File: src/rtl/polfix_ctrl.sv
module polfix_ctrl #(
  parameter int FS_CYCLES = 3_800_000
) (
  input  logic       clk,
  input  logic       rst_n,
  input  logic [1:0] cmp_state,
  input  logic       drv_en,
  input  logic       rx_en_n,
  input  logic       tx_data,
  input  logic       tx_open,
  output logic       bus_drive,
  output logic       bus_oe,
  output logic       rx_data,
  output logic       rx_oe,
  output logic       rx_valid,
  output logic       pol_inv
);
  localparam int CW = $clog2(FS_CYCLES + 1);
  localparam logic [CW-1:0] LAST = CW'(FS_CYCLES - 1);
  localparam logic [1:0] CMP_HI = 2'b01;
  localparam logic [1:0] CMP_LO = 2'b10;

  logic [CW-1:0] idle_cnt;
  logic          pend;
  logic          re_q;
  logic          qual;
  logic          re_rise;

  assign qual    = !drv_en && !rx_en_n && (cmp_state == CMP_LO);
  assign re_rise = rx_en_n && !re_q;

  always_ff @(posedge clk or negedge rst_n) begin
    if (!rst_n) begin
      idle_cnt <= '0;
      pend     <= 1'b0;
      pol_inv  <= 1'b0;
      re_q     <= 1'b1;
    end else begin
      re_q <= rx_en_n;
      if (qual) begin
        if (idle_cnt == LAST) pend <= 1'b1;
        else idle_cnt <= idle_cnt + 1'b1;
      end else begin
        idle_cnt <= '0;
      end
      if (re_rise) begin
        if (pend) pol_inv <= 1'b1;
        pend <= 1'b0;
      end
    end
  end

  assign rx_oe     = !rx_en_n;
  assign rx_valid  = rx_oe && ((cmp_state == CMP_HI) || (cmp_state == CMP_LO));
  assign rx_data   = rx_valid && ((cmp_state == CMP_HI) ^ pol_inv);
  assign bus_oe    = drv_en;
  assign bus_drive = drv_en && (tx_open ? !pol_inv : (tx_data ^ pol_inv));

  a_r2_pend_after_idle: assert property (@(posedge clk) disable iff (!rst_n)
    $rose(pend) |-> $past(!drv_en && !rx_en_n && cmp_state == CMP_LO));

  a_r3_commit_on_edge: assert property (@(posedge clk) disable iff (!rst_n)
    $rose(pol_inv) |-> $past(rx_en_n && !re_q && pend));

  a_r4_flag_held: assert property (@(posedge clk) disable iff (!rst_n)
    !$fell(pol_inv));

  a_r8_driver_off: assert property (@(posedge clk) disable iff (!rst_n)
    !drv_en |-> (!bus_oe && !bus_drive));

  a_r9_rx_off: assert property (@(posedge clk) disable iff (!rst_n)
    rx_en_n |-> (!rx_oe && !rx_valid && !rx_data));
endmodule

File: config.mk
export PLATFORM = sky130hd
export DESIGN_NAME = polfix_ctrl
export DESIGN_NICKNAME = d
export VERILOG_FILES = /design/src/rtl/polfix_ctrl.sv
export SDC_FILE = /design/constraint.sdc
export NUM_CORES = 1
export LEC_CHECK = 0
export CAP_MARGIN = 20
export CORE_MARGIN = 8
export CORE_UTILIZATION = 60
export CTS_CLUSTER_SIZE = 25
export DETAILED_ROUTE_END_ITERATION = 6
export GPL_TIMING_DRIVEN = 0
export PLACE_DENSITY = 0.88
export SYNTH_ARGS = -nofsm -noshare
export SYNTH_HDL_FRONTEND = slang
export SYNTH_SLANG_ARGS = --single-unit
export TNS_END_PERCENT = 50
File: constraint.sdc
create_clock -name clk -period 2.4 [get_ports clk]
set_input_delay 0.24 -clock clk [delete_from_list [all_inputs] [get_ports clk]]
set_output_delay 0.24 -clock clk [all_outputs]
set_load 0.02 [all_outputs]
==> flow_summary.toml <==
[status]
outcome = "finished clean"

[global_route]
grt_util_met3_pct = 4.08
grt_pass1_vias = 1296
grt_pass1_wl_um = 5880
grt_max_degree = 26
overflow = 0
grt_use_met1_pct = 19.8
busiest_layer = "met2"
grtUsageTotal_pct = 16.6
antenna_found_initial = 0
grtUsageMet2_pct = 29.0

[final_layout]
fin_cells = 206
n_antenna_cell = 0
postLayoutCoreUtil_pct = 70.2
final_layout_size_suffix_gt1_share_pct = 12.5
areaGrowthSynthToFinish_pct = 14.2
n_fill_cell = 183
final_cell_area_um2 = 1690
fin_nets = 188

[synthesis]
yosys_warnings = 0
synth_nets = 169
yosysMostFrequentCell = "dfrtp_1"
async_flop_share_pct = 100
synth_edf_count = 0
ys_seq_area_share_pct = 42.3
yosys.area.top_type = "dfrtp_1"
synth_area_leaders = "dfrtp_1, a21oi_1, nand2_1, nand3_1, nand4_1"
synth_common_cells = "dfrtp_1, nand2_1, a21oi_1"
ys.flop_type = "dfrtp_1"
ys_types = 44
netlist_instances = 158
netlist.area_leader.share_pct = 40.5
syn_avg_cell_area_um2 = 9.38
synth_area_um2 = 1480
ys_seq_elements = 25

[setup_path]
cp.arrival_ps = 1950
critPathKind = "input pin to output port"
crit_path_start_kind = "input pin"
cp-end-kind = "output port"
critical_path_required_ps = 2160
cp_max_fo = 2

[timing]
fin_setup_tns_ps = 0
hold_viol_final = 0
tightest_slew_ps = 760
timing.final.crit_share_pct = 91.0
worst_slack_ps = 215
rsz0062_at_grt = "no"
slew_headroom_pct = 49.3
fin_worst_skew_ps = 11.2
fmax_mhz = 458
drv_slew = 0
setup_viol = 0
whs_ps = 266
period_needed_ps = 2190

[clocking]
postCtsSetupRepairBufs = 0
clk_pin_slew_ps = 140
cts_hold_buf = 0
clk_latency_ps = 320
ctsResizeCount = 0
cts_tree = "built"
cts_buffers = 3
cts_root_buf = "clkbuf_4"
cts.sink_count = 25
cts_htree_levels = 1
clock_tree.buffer_depth = 2

[placement]
place_ws_ps = 156
placedCellCount = 201
io_buffers = 13
dp_hpwl_um = 2520
place_congestion = 0.827
dpl_cell_area_um2 = 1650

[power]
p_leak_nw = 0.718
ir_worst_vdd_mv = 0.312
finalPower_uw = 672
p_per_area_nw_per_um2 = 397

[drt]
finalWirelength_um = 3440
drt_iter0_markers = 113
first_pass_iters = 4
vias = 1337
post_drt_wl_per_cell_um = 16.7
vias_per_cell = 6.49
ant_nets = 0
drc = 0

[die]
die_h_um = 65.7
start_util_pct = 61.5
ioPinCount = 14
fp.dieW_um = 65.7
die-area_um2 = 4320
rows = 18
coreArea_um2 = 2410

[flow_run]
max-cap-violations = 0

[hold_path]
hold_path.class = "input pin to asynchronous set/reset pin"
==> flip-flops by register name, summed over array words and instances, names as in the netlist <==
| name | count |
|---|---|
| idle_cnt | 22 |
| re_q | 1 |
| pend | 1 |
| pol_inv | 1 |
==> power breakdown <==
group          total, mW  switching (mW)  internal (mW)
Sequential         0.424        0.000779          0.423
Clock              0.189           0.127         0.0624
Combinational     0.0590          0.0314         0.0276
==> cells by family (layout without fill, tap and decap cells) <==
family / after synthesis / in the layout / share of synthesized area [%]
simple gates: 72 / 72 / 29.1
compound gates: 36 / 36 / 15.8
flops: 25 / 25 / 42.3
buf+inv: 14 / 32 / 5.32
xor+xnor: 5 / 5 / 2.96
fa+ha+maj: 3 / 3 / 2.53
mux: 3 / 3 / 2.03
==> worst max-delay path: stages <==
cell,delay (ps)
clkdlybuf4s50_1,480
inv_1,50
ha_1,310
nor3_1,210
clkdlybuf4s50_1,660
==> placed cells by master, fill, tap and decap left out, types with 2 or more instances in the layout <==
cell,instances
dfrtp_1,24
nand2_1,14
clkdlybuf4s50_1,13
a21oi_1,12
nand3_1,10
nor2_1,9
nand4_1,8
o21ai_0,6
inv_1,5
and3_1,4
a2111o_1,4
o21ai_1,4
nand2b_1,4
nor3_1,3
buf_2,3
xor2_1,3
mux2i_1,3
o31ai_1,3
or4_1,3
ha_1,3
clkbuf_4,3
xnor2_1,2
or3_1,2
and4_4,2
buf_6,2
buf_4,2
and4_1,2
o311ai_0,2
and4_2,2
==> final cells by class <==
type / instances / area [um^2] / area share, %
inverters: 5 / 18.8 / 1.11
clock buffers: 3 / 22.5 / 1.33
multi-input cells: 119 / 776 / 45.9
flip-flops and latches: 25 / 627 / 37.1
repair buffers: 14 / 145 / 8.58
well taps: 30 / 37.5 / 2.22
clock inverters: 1 / 5.00 / 0.296
plain buffers: 9 / 60.1 / 3.55
==> layer usage <==
metal / routed length, um / part of all wire, %
met4: 47 / 1.4
met2: 1660 / 48
met1: 1490 / 43
met5: 0 / 0
met3: 243 / 7.1
==> path summary, 6_finish.rpt <==
check                             startpoint           end  slack, ps  cells past startpoint
min in group clk                     rx_en_n          re_q        470                      1
worst max-delay path            cmp_state[0]       rx_data        210                      5
max in group asynchronous              rst_n          re_q       1540                      2
worst max register to register   idle_cnt[0]  idle_cnt[21]        660                      4
worst min-delay path                   rst_n   idle_cnt[5]        270                      1
worst min register to register          pend       pol_inv        530                      1
Note: power is estimated with default switching activity, not from simulation.
